<file path="config.mk">
export PLATFORM = sky130hd
export DESIGN_NAME = irq_recog_gate
export DESIGN_NICKNAME = d
export VERILOG_FILES = /design/src/rtl/irg_pkg.sv /design/src/rtl/irg_ctrl.sv /design/src/rtl/irg_dp.sv /design/src/rtl/irq_recog_gate.sv
export SDC_FILE = /design/constraint.sdc
export NUM_CORES = 1
export LEC_CHECK = 0
export ABC_AREA = 1
export CAP_MARGIN = 20
export CORE_MARGIN = 1.5
export CORE_UTILIZATION = 54
export CTS_CLUSTER_SIZE = 40
export DETAILED_ROUTE_END_ITERATION = 16
export DONT_BUFFER_PORTS = 1
export PLACE_DENSITY = 0.7
export SETUP_SLACK_MARGIN = 0.15
export SLEW_MARGIN = 30
export SYNTH_ARGS = -nofsm -noshare
export SYNTH_HDL_FRONTEND = slang
export SYNTH_SLANG_ARGS = --single-unit
</file>
<file path="constraint.sdc">
create_clock -name clk -period 1.15 [get_ports clk]
set_input_delay 0.0575 -clock clk [delete_from_list [all_inputs] [get_ports clk]]
set_output_delay 0.0575 -clock clk [all_outputs]
set_load 0.05 [all_outputs]
</file>
<file path="src/rtl/irg_pkg.sv">
`timescale 1ns/1ps
package irg_pkg;
  // Strobes from the control decision to the type/flag datapath
  typedef struct packed {
    logic fire;
    logic takeSw;
    logic takeNmi;
    logic takeMask;
  } takeStrb_t;
endpackage

</file>
<file path="src/rtl/irg_ctrl.sv">
`timescale 1ns/1ps
module irg_ctrl
  import irg_pkg::*;
(
  input  logic      clk,
  input  logic      rstN,
  input  logic      boundary,
  input  logic      segLoad,
  input  logic      holdAct,
  input  logic      copBusy,
  input  logic      ie,
  input  logic      mReq,
  input  logic      nmiIn,
  input  logic      swEvt,
  input  logic      ack,
  output takeStrb_t strb,
  output logic      accept
);
  logic nmiPrev;
  logic nmiPend;
  logic swPend;
  logic inFlight;
  logic validBnd;
  logic maskOk;

  // A boundary counts only if nothing defers or blocks recognition
  assign validBnd = boundary & ~segLoad & ~holdAct & ~copBusy & ~inFlight;
  assign maskOk   = mReq & ie;

  always_comb begin
    strb.takeSw   = validBnd & swPend;
    strb.takeNmi  = validBnd & ~swPend & nmiPend;
    strb.takeMask = validBnd & ~swPend & ~nmiPend & maskOk;
    strb.fire     = strb.takeSw | strb.takeNmi | strb.takeMask;
  end

  always_ff @(posedge clk or negedge rstN) begin
    if (!rstN) begin
      nmiPrev  <= 1'b0;
      nmiPend  <= 1'b0;
      swPend   <= 1'b0;
      inFlight <= 1'b0;
      accept   <= 1'b0;
    end else begin
      nmiPrev  <= nmiIn;
      nmiPend  <= (nmiIn & ~nmiPrev) | (nmiPend & ~strb.takeNmi);
      swPend   <= swEvt | (swPend & ~strb.takeSw);
      inFlight <= strb.fire | (inFlight & ~ack);
      accept   <= strb.fire;
    end
  end
endmodule

</file>
<file path="src/rtl/irg_dp.sv">
`timescale 1ns/1ps
module irg_dp
  import irg_pkg::*;
#(
  parameter int TYPE_W   = 8,
  parameter int NMI_TYPE = 2
) (
  input  logic              clk,
  input  logic              rstN,
  input  takeStrb_t         strb,
  input  logic              swEvt,
  input  logic [TYPE_W-1:0] swType,
  input  logic [TYPE_W-1:0] mType,
  input  logic              repIter,
  input  logic              waitInstr,
  output logic [TYPE_W-1:0] vecType,
  output logic              hwStatusUpd,
  output logic              prefixRestore,
  output logic              restartSame
);
  localparam logic [TYPE_W-1:0] NmiVec = TYPE_W'(NMI_TYPE);

  logic [TYPE_W-1:0] swTypeQ;
  logic [TYPE_W-1:0] selType;

  always_comb begin
    if (strb.takeSw)       selType = swTypeQ;
    else if (strb.takeNmi) selType = NmiVec;
    else                   selType = mType;
  end

  always_ff @(posedge clk or negedge rstN) begin
    if (!rstN) begin
      swTypeQ       <= '0;
      vecType       <= '0;
      hwStatusUpd   <= 1'b0;
      prefixRestore <= 1'b0;
      restartSame   <= 1'b0;
    end else begin
      if (swEvt) swTypeQ <= swType;
      if (strb.fire) begin
        vecType       <= selType;
        hwStatusUpd   <= ~strb.takeSw;   // software never touches hw status
        prefixRestore <= repIter;
        restartSame   <= waitInstr;
      end
    end
  end
endmodule

</file>
<file path="src/rtl/irq_recog_gate.sv">
`timescale 1ns/1ps
module irq_recog_gate
  import irg_pkg::*;
#(
  parameter int TYPE_W   = 8,
  parameter int NMI_TYPE = 2
) (
  input  logic              clk,
  input  logic              rstN,
  input  logic              boundary,
  input  logic              segLoad,
  input  logic              repIter,
  input  logic              waitInstr,
  input  logic              ie,
  input  logic              holdAct,
  input  logic              copBusy,
  input  logic              mReq,
  input  logic [TYPE_W-1:0] mType,
  input  logic              nmiIn,
  input  logic              swEvt,
  input  logic [TYPE_W-1:0] swType,
  input  logic              ack,
  output logic              accept,
  output logic [TYPE_W-1:0] vecType,
  output logic              hwStatusUpd,
  output logic              prefixRestore,
  output logic              restartSame
);
  takeStrb_t strb;

  irg_ctrl uCtrl (
    .clk(clk), .rstN(rstN), .boundary(boundary), .segLoad(segLoad),
    .holdAct(holdAct), .copBusy(copBusy), .ie(ie), .mReq(mReq),
    .nmiIn(nmiIn), .swEvt(swEvt), .ack(ack), .strb(strb), .accept(accept)
  );

  irg_dp #(.TYPE_W(TYPE_W), .NMI_TYPE(NMI_TYPE)) uDp (
    .clk(clk), .rstN(rstN), .strb(strb), .swEvt(swEvt), .swType(swType),
    .mType(mType), .repIter(repIter), .waitInstr(waitInstr),
    .vecType(vecType), .hwStatusUpd(hwStatusUpd),
    .prefixRestore(prefixRestore), .restartSame(restartSame)
  );
endmodule

</file>
# Yosys cells after proc, flatten, opt, wreduce, memory -nomap -nowiden
# Index checks and enable logic that the tools add are counted.
# totals
regBits	24
in_bits	29
output_inout_bits	12
elab_cells	41
# op_classes
bitwise	29
muxes	2
# ops
operator	n
$mux W8	2
$and A1 B1 Y1	14
$not A1 Y1	10
$or A1 B1 Y1	5

# Longest topological paths before layout
# Gate-level depths: netlist (run 1).
# depth
word_depth	10
depth_mapped	9
ltp_nobuf	8

# Modules after synthesis
# From an unflattened synthesis (run 1), not the netlist that was laid out.
# unflattened
cells_unflattened	122
hier_area_um2	1061.0
# modules_own_cells
mod	seq_area_each_um2	area_each_um2	cells_each	n_inst
irg_dp	475.5	814.5	91	1
irg_ctrl	125.1	246.5	31	1

# Worst setup path before layout (run 1)
# OpenSTA, ideal clock, no wires.
# synth_path
path_kind	register to register
startpoint	reg uCtrl.swPend
endpoint	reg uDp.vecType[0]
t_required_ns	1.032
period_less_slack_ns	1.214
n_path_buf	1
setup_ns	0.118
path_slack_ns	-0.064
stages_incl_launch_ff	8
t_arrival_ns	1.095
cell_sequence	dfrtp_1 -> inv_1 -> buf_4 -> nand4_1 -> nor2_2 -> nor2_1 -> nor2_1 -> nor2_1
# synth_via
elab_chain_len	5
elab_cells_between_ends	10
cone_classes	2 x mux; 8 x bitwise
# synth_lines
element	line	rtl
start: declaration	irg_ctrl.sv:21	logic swPend;
start signal: assignment	irg_ctrl.sv:47	swPend <= swEvt | (swPend & ~strb.takeSw);
$not A1 Y1	irg_ctrl.sv:32, irg_ctrl.sv:33	
$and A1 B1 Y1	irg_ctrl.sv:32, irg_ctrl.sv:33	
$and A1 B1 Y1, on equally long branches	irg_ctrl.sv:32, irg_ctrl.sv:33	
$mux W8 (tied with other cells)	irg_dp.sv:28	else if (strb.takeNmi) selType = NmiVec;
$mux W8 / $or A1 B1 Y1 (equally long branches)	irg_dp.sv:27, irg_ctrl.sv:34	
end signal: assignment	irg_dp.sv:42	vecType <= selType;
end: declaration	irg_dp.sv:16	output logic [TYPE_W-1:0] vecType,
# Several ways; a longest one is shown, not always the timed one.
# A chain may end at the register's enable or synchronous reset.

# Worst setup path in the final report (run 1)
# layout_path
startpoint	reg uCtrl.inFlight
endpoint	reg uDp.vecType[3]
# layout_via
elab_chain_len	6
elab_cells_between_ends	11
cone_classes	2 x mux; 9 x bitwise
# layout_lines
element	line	rtl
start: declaration	irg_ctrl.sv:22	logic inFlight;
start signal: assignment	irg_ctrl.sv:48	inFlight <= strb.fire | (inFlight & ~ack);
$not A1 Y1 *	irg_ctrl.sv:27	assign validBnd = boundary & ~segLoad & ~holdAct & ~copBusy & ~inFlight;
$and A1 B1 Y1 *	irg_ctrl.sv:27	
$and A1 B1 Y1	irg_ctrl.sv:32, irg_ctrl.sv:33	
$and A1 B1 Y1, on equally long branches	irg_ctrl.sv:32, irg_ctrl.sv:33	
$mux W8 (tied with other cells)	irg_dp.sv:28	
$mux W8 / $or A1 B1 Y1 (equally long branches)	irg_dp.sv:27, irg_ctrl.sv:34	
# Every way passes the cells marked *; elsewhere a longest branch is shown, timed or not.

==> results of run 1 <==
layer usage:
metal	vias to the layer above	global-route usage (%)	share of wire [%]
li1	503	-	-
met1	541	30.5	36
met2	53	51.8	56
met3	7	6.67	6.1
met4	0	13.0	2.0
met5	-	0	0
repair_timing:
action | 4_1_cts | 5_1_grt
resized for setup | 14 | 17
endpoints found under the hold margin | 46 | 24
pin swaps | 4 | 9
cloned | 1 | 0
hold buffers | 22 | 1
setup buffers | 2 | 4
setup endpoints to repair | 16 | 27
cell type report:
cell class              count  area share, %
well taps                  27           1.99
clock inverters             1           1.77
inverters                  16           4.42
flip-flops and latches     24           35.5
clock buffers               3           1.33
repair buffers             48           27.6
multi-input cells          86           27.4
worst max-delay path, delay by kind of cell, from the launching register on:
family / cells / cell delay (ps)
buffers and inverters: 2 / 290
and+or+nand+nor: 6 / 540
DFF: 1 / 440
power groups by stage:
stage	Clock (mW)	Sequential [mW]	Combinational [mW]
4_1_cts	0.617	1.03	0.769
3_5_place_dp	0	1.05	0.669
5_1_grt	0.653	1.06	0.932
2_1_floorplan	0	1.36	0.163
6_report	0.627	1.05	0.875
3_3_place_gp	0	1.04	0.656
worst min-delay path by stage:
stage               startpoint                             to  slack (ps)  cells past startpoint
finish                      ie         uCtrl.accept$_DFF_PN0_          90                      4
floorplan                 rstN         uCtrl.accept$_DFF_PN0_        -240                      0
CTS                         ie         uCtrl.accept$_DFF_PN0_         100                      4
global route                ie         uCtrl.accept$_DFF_PN0_         100                      4
global placement          rstN    uDp.hwStatusUpd$_DFFE_PN0P_        -240                      0
detailed placement        rstN  uDp.prefixRestore$_DFFE_PN0P_        -240                      0
cell families after synthesis:
group	Yosys count	synth area share (%)
compound gates	19	10.7
buf+inv	19	7.50
flops	24	54.5
mux	1	1.02
simple gates	65	26.3
cell usage in the layout, fill, tap and decap left out:
cell type / count
nor2_1: 29
nand2_1: 23
dfrtp_1: 23
dlygate4sd3_1: 21
buf_6: 14
inv_1: 13
buf_4: 11
o211ai_1: 8
o21ai_0: 7
nand2_2: 5
nor2_4: 3
clkbuf_4: 3
nand4_1: 2
o21ai_2: 2
inv_4: 1
nor2_2: 1
nor2_8: 1
inv_2: 1
nand3_2: 1
nand2_8: 1
clkinv_8: 1
o21bai_1: 1
mux2_2: 1
o21ai_1: 1
bufinv_16: 1
buf_2: 1
dlymetal6s4s_1: 1
dfrtp_2: 1
==> metrics, run 1 <==
reg2reg end=uDp.vecType[3]$_DFFE_PN0P_; Worst VDD drop=between 0.001 and 0.0015 V; max-cap viol count=0; worst min path class=input pin to register; CTS buffer count=3; Syn Nets=between 150 and 200; pin count of the biggest net entering global routing=25; WHS=approximately 86 ps; number of flops mapped to enable cells by yosys=0; setup TNS=-2220 ps; Top FF cell, synth=dfrtp_1; Clk pin slew, worst setup/hold paths=roughly 140 ps; clk_lat worst skew=approximately 330 ps; most common cell in the netlist=nor2_1; total area of sequential cells=approximately 600 sq um; Fmax achieved=0.728 GHz; H-tree depth=1; Die ar.=2320 sq um; synth-to-layout area growth=54.1%; residual DRC count=0; fraction of layout cells with a size suffix above 1=between 20% and 30%; CTS tree=built; Worst Skew=7.54 ps; largest area contributor in the netlist=dfrtp_1; Largest regs=uDp.swTypeQ (8), uDp.vecType (8); first-pass GRT wire length=roughly 4200 um; total design power=approximately 2.5 mW; Routed WL=~3200 um; failing checks=setup timing; Layout Nets=208; unrepaired setup endpoints after global routing=yes; slew margin rel.=around 66%; Comb power frac=around 34%; # setup viols final=14; Die X-Extent=48.2 um; Hold Vio Cnt, Final=0; period utilization=119%; DP Area=~1300 sq um; outcome=finished, violations left; Yosys Warn Count=0; Static Leakage=a little over 0.8 nW; startpoint types=register; Most common cell on crit path=nor2_1; Slew Viols, Final=0; Place WS=-124 ps; HPWL reported at the end of detailed placement=roughly 1700 um; CTS Buffer Depth=2; vias per cell=about 5.4; FF-to-FF path depth=8; CP cell instances=nor2_4, buf_4, nand4_1, buf_6, nand2_1, nor2_1, nor2_1, nor2_1; worst setup margin=-223 ps; Routed Antenna Nets=0; top cell type's share of synthesized area=54.5%; syn_area_per_cell=8.60 sq um; multi-input logic area=about 470 sq um; clk sinks=24; Worst Setup EP=uDp.vecType[3]$_DFFE_PN0P_; routed len/inst=between 15 and 20 um; CTS root buffer=clkbuf_4; Critical R2R Launch=uCtrl.inFlight$_DFF_PN0_; Die H=between 40 and 50 um; sw power=between 800 and 900 uW; commonest cells in the netlist=nor2_1 (29), nand2_1 (27), dfrtp_1 (24); num rows=16; Initial DRC Count=44; Critical Path Max Stage Delay=approximately 440 ps; Crit path required time=~1400 ps; Core ar.=about 1900 sq um; filler cell count in the final layout=between 100 and 150; Power Dens Cells=1500 nW/um^2; Post-Syn Area=around 1100 sq um; register area share after synthesis=between 50% and 60%; Clock Power Share=~25%; fin cells=205; crit end category=register; Arr. time, crit path=about 1600 ps; sw frac=35.2%; Synth async-reset ratio=100%; GPL Wtd Cong=around 0.73; drt first pass iters=4; I/O Pins=41; initial antenna violation count=0; Remaining Overflow, GRT=0; worst setup path start=uCtrl.inFlight$_DFF_PN0_; Seq pwr share=around two fifths; number of synthesized register bits=24; main area contributors after synthesis=dfrtp_1 (55%), nor2_1 (9.9%), nand2_1 (9.2%); Tot GR Track Use=between 20% and 30%; Syn Inst Count=128; WS Path Type=register to register; ANT cells=0; reg2reg setup slack=-220 ps; routed vias=between 1k and 1.5k; crit path max fanout=9; final core occ=about 87%; Initial Utilization=56.7%; worst-margin pin slew=between 500 and 600 ps; Cell Int Power=1.65 mW; fin area=about 1700 sq um; Worst path slowest cell=dfrtp_1; Placed Cells incl. Taps=about 170; vias in the first global route=987; Yosys cell types=19; Min Clock Period, post-route=about 1400 ps; PortBufs=0
Power figures use the tool's default switching activity.
==> run 2, diff against run 1 <==
CORE_UTILIZATION = 60   (was 54)
CTS_CLUSTER_SIZE = 10   (was 40)
PLACE_DENSITY = 0.74   (was 0.7)
clock period = 1.6 ns   (was 1.15 ns; I/O delays follow)
==> run 2 against run 1 <==
The run ends with hold timing left. Utilization is 6.1 points lower. Flip-flop and latch count stayed put. Largest cell class unchanged. Sequential power shrank 16%.
==> metrics, run 2 (synthesis gave the netlist of run 1 again) <==
filler cell count in the final layout=130; num rows=15; Slew Viols, Final=0; Worst VDD drop=slightly above 0.0008 V; Clk pin slew, worst setup/hold paths=approximately 130 ps; slew margin rel.=66.0%; routed vias=around 930; final core occ=around 80%; max-cap viol count=0; GPL Wtd Cong=0.743; DP Area=roughly 1100 sq um; clk sinks=24; Die X-Extent=about 46 um; CTS buffer count=3; total area of sequential cells=between 600 and 700 sq um; vias in the first global route=between 900 and 1k; sw frac=~38%; Routed Antenna Nets=0; Largest regs=uDp.swTypeQ (8), uDp.vecType (8); Power Dens Cells=approximately 1100 nW/um^2; # setup viols final=0; worst-margin pin slew=about 510 ps; H-tree depth=1; multi-input logic area=~420 sq um; Crit path required time=between 1500 and 2000 ps; synth-to-layout area growth=27.5%; CTS Buffer Depth=2; Initial DRC Count=9; Die ar.=around 2100 sq um; Die H=around 46 um; Remaining Overflow, GRT=0; fin area=between 1000 and 1500 sq um; Seq pwr share=between 50% and 60%; startpoint types=register; period utilization=roughly 83%; crit end category=register; worst setup margin=~260 ps; Placed Cells incl. Taps=between 150 and 200; unrepaired setup endpoints after global routing=no; Initial Utilization=63.8%; initial antenna violation count=0; vias per cell=between 5 and 6; ANT cells=0; PortBufs=0; clk_lat worst skew=roughly 320 ps; Arr. time, crit path=1600 ps; Comb power frac=between 20% and 30%; reg2reg setup slack=about 260 ps; Layout Nets=roughly 190; I/O Pins=a little over 40; CTS tree=built; reg2reg end=uDp.vecType[6]$_DFFE_PN0P_; Tot GR Track Use=26.6%; commonest non-fill, non-tap cell in the layout=nor2_1; Core ar.=between 1500 and 2000 sq um; Worst Skew=between 5 and 6 ps; Place WS=221 ps; Critical R2R Launch=uCtrl.inFlight$_DFF_PN0_; most frequent cells in the layout=nor2_1 (29), nand2_1 (27), dfrtp_1 (24), dlygate4sd3_1 (19), inv_1 (14); Static Leakage=0.698 nW; Fmax achieved=around 0.75 GHz; Worst Hold End=uDp.vecType[5]$_DFFE_PN0P_; first-pass GRT wire length=3830 um; residual DRC count=0; FF-to-FF path depth=7; crit path max fanout=11; worst hold start=mType[5]; WS Path Type=register to register; fraction of layout cells with a size suffix above 1=between 10 and 15%; outcome=finished, violations left; Hold Vio Cnt, Final=1; failing checks=hold timing; sw power=579 uW; hold path cells=4; drt first pass iters=4; pin count of the biggest net entering global routing=25; fin cells=~180; Clock Power Share=roughly a fifth; routed len/inst=13.3 um; CTS root buffer=clkbuf_4; Routed WL=about 2400 um; setup TNS=0 ps; Cell Int Power=953 uW; Min Clock Period, post-route=1340 ps; WHS=-1.85 ps; worst min path class=input pin to register
[run 2: final cells by class]
| cell class | count | area share, % |
|---|---|---|
| clock buffers | 4 | 2.58 |
| multi-input cells | 85 | 30.1 |
| flip-flops and latches | 24 | 42.8 |
| repair buffers | 27 | 18.0 |
| well taps | 25 | 2.23 |
| inverters | 16 | 4.28 |
[run 2: repair_timing]
action | 4_1_cts | 5_1_grt
hold endpoints to repair | 42 | 26
buffers inserted | 0 | 1
hold buffers | 18 | 3
endpoints found under the setup margin | 0 | 4
resized for setup | 0 | 2
[run 2: power groups by stage]
| stage | Clock, mW | Combinational [mW] | Sequential, mW |
|---|---|---|---|
| final | 0.322 | 0.323 | 0.887 |
| after global routing | 0.355 | 0.355 | 0.900 |
| after CTS | 0.321 | 0.314 | 0.887 |
| after detailed placement | 0 | 0.262 | 0.900 |
| after global placement | 0 | 0.255 | 0.897 |
| after floorplan | 0 | 0.116 | 0.976 |
[run 2: layer usage]
metal  vias to the layer above  track usage [%]  routed length [um]
met3                         5             5.56                 114
met5                         -                0                   0
met1                       428             29.6                 945
met2                        35             48.7                1320
li1                        460                -                   -
met4                         0             10.3                  38
[run 2: worst max path at each step]
stage | startpoint | end | cells past startpoint | slack [ps]
floorplan | uCtrl.swPend$_DFF_PN0_ | uDp.vecType[0]$_DFFE_PN0P_ | 7 | 390
global placement | uCtrl.inFlight$_DFF_PN0_ | uDp.vecType[6]$_DFFE_PN0P_ | 6 | 260
detailed placement | uCtrl.inFlight$_DFF_PN0_ | uDp.vecType[6]$_DFFE_PN0P_ | 6 | 220
CTS | uCtrl.inFlight$_DFF_PN0_ | uDp.vecType[6]$_DFFE_PN0P_ | 6 | 200
global route | uCtrl.inFlight$_DFF_PN0_ | uDp.vecType[5]$_DFFE_PN0P_ | 7 | 150
finish | uCtrl.inFlight$_DFF_PN0_ | uDp.vecType[6]$_DFFE_PN0P_ | 7 | 260
[run 2: through the flow]
stage                     power [mW]  hold slack [ps]
after floorplan                 1.09             -216
after global placement          1.15             -215
after detailed placement        1.16             -215
after CTS                       1.52             1.46
after global routing            1.61             33.0
final                           1.53            -1.85
[run 2: worst max-delay path, stage by stage (launching register included)]
cell and delay (ps):
dfrtp_1 410, nor2_2 180, inv_2 90, nor2_8 180
nand2_4 90, inv_2 150, nor2_1 60, nor2_1 110
==> run 3, diff against run 2 <==
clock period = 1.3 ns   (was 1.6 ns; I/O delays follow)
==> run 3 against run 2 <==
The run ends with setup timing left. Utilization grew 11 points. Design area grew 14%. Clock skew grew 3.2 ps. Sequential power grew 14%. Die area is the same. First-iteration DRC count grew to 6.1 times the previous value. Sequential share of layout area shrank 5.3 points. Final cell count grew 6.6%. Via count grew 21%. Critical path depth shrank 1. Power grew 29%.
==> metrics, run 3 (synthesis gave the netlist of run 1 again) <==
outcome=finished, violations left; failing checks=setup timing; Die ar.=around 2100 sq um; Routed WL=3580 um; grt peak-use layer=met2; PortBufs=0; slew margin rel.=62.8%; # setup viols final=11; Slew Viols, Final=0; fin cells=roughly 190; most frequent cells in the layout=nor2_1 (26), dfrtp_1 (24), dlygate4sd3_1 (21), nand2_1 (18); hold path cells=4; worst min path class=input pin to register; crit path max fanout=8; CTS tree=built; routed len/inst=~19 um; pin count of the biggest net entering global routing=25; Initial Utilization=a little under two thirds; reg2reg end=uDp.vecType[5]$_DFFE_PN0P_; Routed Antenna Nets=0; Worst Hold End=uDp.vecType[1]$_DFFE_PN0P_; initial antenna violation count=0; Placed Cells incl. Taps=161; synth-to-layout area growth=45.3%; worst setup margin=-210 ps; Crit path required time=roughly 1500 ps; Initial DRC Count=55; vias in the first global route=just over 900; period utilization=116%; Layout Nets=~200; total design power=between 1.5 and 2 mW; clk sinks=24; Static Leakage=a little under 0.8 nW; routed vias=1121; ANT cells=0; HPWL reported at the end of detailed placement=about 1600 um; commonest non-fill, non-tap cell in the layout=nor2_1; Clk pin slew, worst setup/hold paths=130 ps; clk_lat worst skew=310 ps; Fmax achieved=around 0.66 GHz; Min Clock Period, post-route=1510 ps; worst-margin pin slew=roughly 560 ps; Worst VDD drop=between 0.001 and 0.0015 V; crit end category=register; residual DRC count=0; Remaining Overflow, GRT=0; CTS root buffer=clkbuf_4; Die X-Extent=45.8 um; Arr. time, crit path=~1700 ps; num rows=15; max-cap viol count=0; CTS Buffer Depth=2; Tot GR Track Use=a little over a quarter; GR met2 Demand/Resource=a little over half; first-pass GRT wire length=3880 um; Largest regs=uDp.swTypeQ (8), uDp.vecType (8); I/O Pins=slightly above 40; Critical R2R Launch=uCtrl.inFlight$_DFF_PN0_; reg2reg setup slack=-210 ps; GRT met3 Usage=about 2.8%; met1 GRT Util=about 29%; Core ar.=roughly 1700 sq um; GPL Wtd Cong=a little under 0.8; vias per cell=5.81; CTS buffer count=3; drt first pass iters=4; unrepaired setup endpoints after global routing=yes; Worst Skew=roughly 8.4 ps; H-tree depth=1; worst hold start=mType[1]; WS Path Type=register to register; Power Dens Cells=roughly 1200 nW/um^2; Die H=approximately 46 um; FF-to-FF path depth=6; startpoint types=register; fraction of layout cells with a size suffix above 1=a little over a quarter; Hold Vio Cnt, Final=0
## run 3: critical path, cell delays in order (launching register included)
cell and delay (ps):
dfrtp_1 430, nor2_2 190, nand4_1 210, nor2_4 290
nor2_1 90, nor2_1 140, nor2_1 70
## run 3: area by class of cell
cell class,instances,area (sq um)
Sequential cell,24,601
Multi-Input combinational cell,86,512
Timing Repair Buffer,38,355
Fill cell,64,126
Inverter,16,67.6
Tap cell,25,31.3
Clock buffer,3,22.5
Timing Repair inverter,1,11.3
## run 3: timing repair
action                                  CTS  global route
gates resized for setup                   5            25
pin swaps                                 3            15
hold endpoints to repair                 45            24
gates cloned                              2             0
setup buffers                             1             4
hold buffers                             21             1
endpoints found under the setup margin   11            13
## run 3: how the worst max path moves through the flow
stage	start	to	slack [ps]	cells past startpoint
final	uCtrl.inFlight$_DFF_PN0_	uDp.vecType[5]$_DFFE_PN0P_	-210	6
after global routing	uCtrl.inFlight$_DFF_PN0_	uDp.vecType[5]$_DFFE_PN0P_	-230	6
after CTS	uCtrl.inFlight$_DFF_PN0_	uDp.vecType[0]$_DFFE_PN0P_	60	7
after detailed placement	uCtrl.inFlight$_DFF_PN0_	uDp.vecType[0]$_DFFE_PN0P_	20	7
after global placement	uCtrl.inFlight$_DFF_PN0_	uDp.vecType[6]$_DFFE_PN0P_	90	6
after floorplan	uCtrl.nmiPend$_DFF_PN0_	uDp.vecType[2]$_DFFE_PN0P_	120	7
## run 3: metrics by stage
step | cell area, sq um | hold WS, ps | setup WS [ps] | setup TNS, ps | utilization (%)
after floorplan | 1110 | -231 | 120 | 0 | -
after global routing | 1600 | 77.7 | -230 | -1670 | 92.7
final | 1600 | 74.9 | -210 | -1610 | 92.7
after detailed placement | 1200 | -230 | 16.8 | 0 | 69.3
after CTS | 1480 | 8.02 | 60.2 | 0 | 85.5
after global placement | 1200 | -230 | 90.4 | 0 | 69.3
## run 3: layer usage
metal | up-vias | wire (um) | share of wire (%)
li1 | 482 | - | -
met1 | 518 | 1250 | 35
met2 | 102 | 1770 | 49
met3 | 19 | 378 | 11
met4 | 0 | 178 | 5.0
met5 | - | 0 | 0
## run 3: power by group
part	internal (mW)	switching, mW
Sequential	0.851	0.155
Combinational	0.214	0.428
Clock	0.108	0.215
Total	1.17	0.799
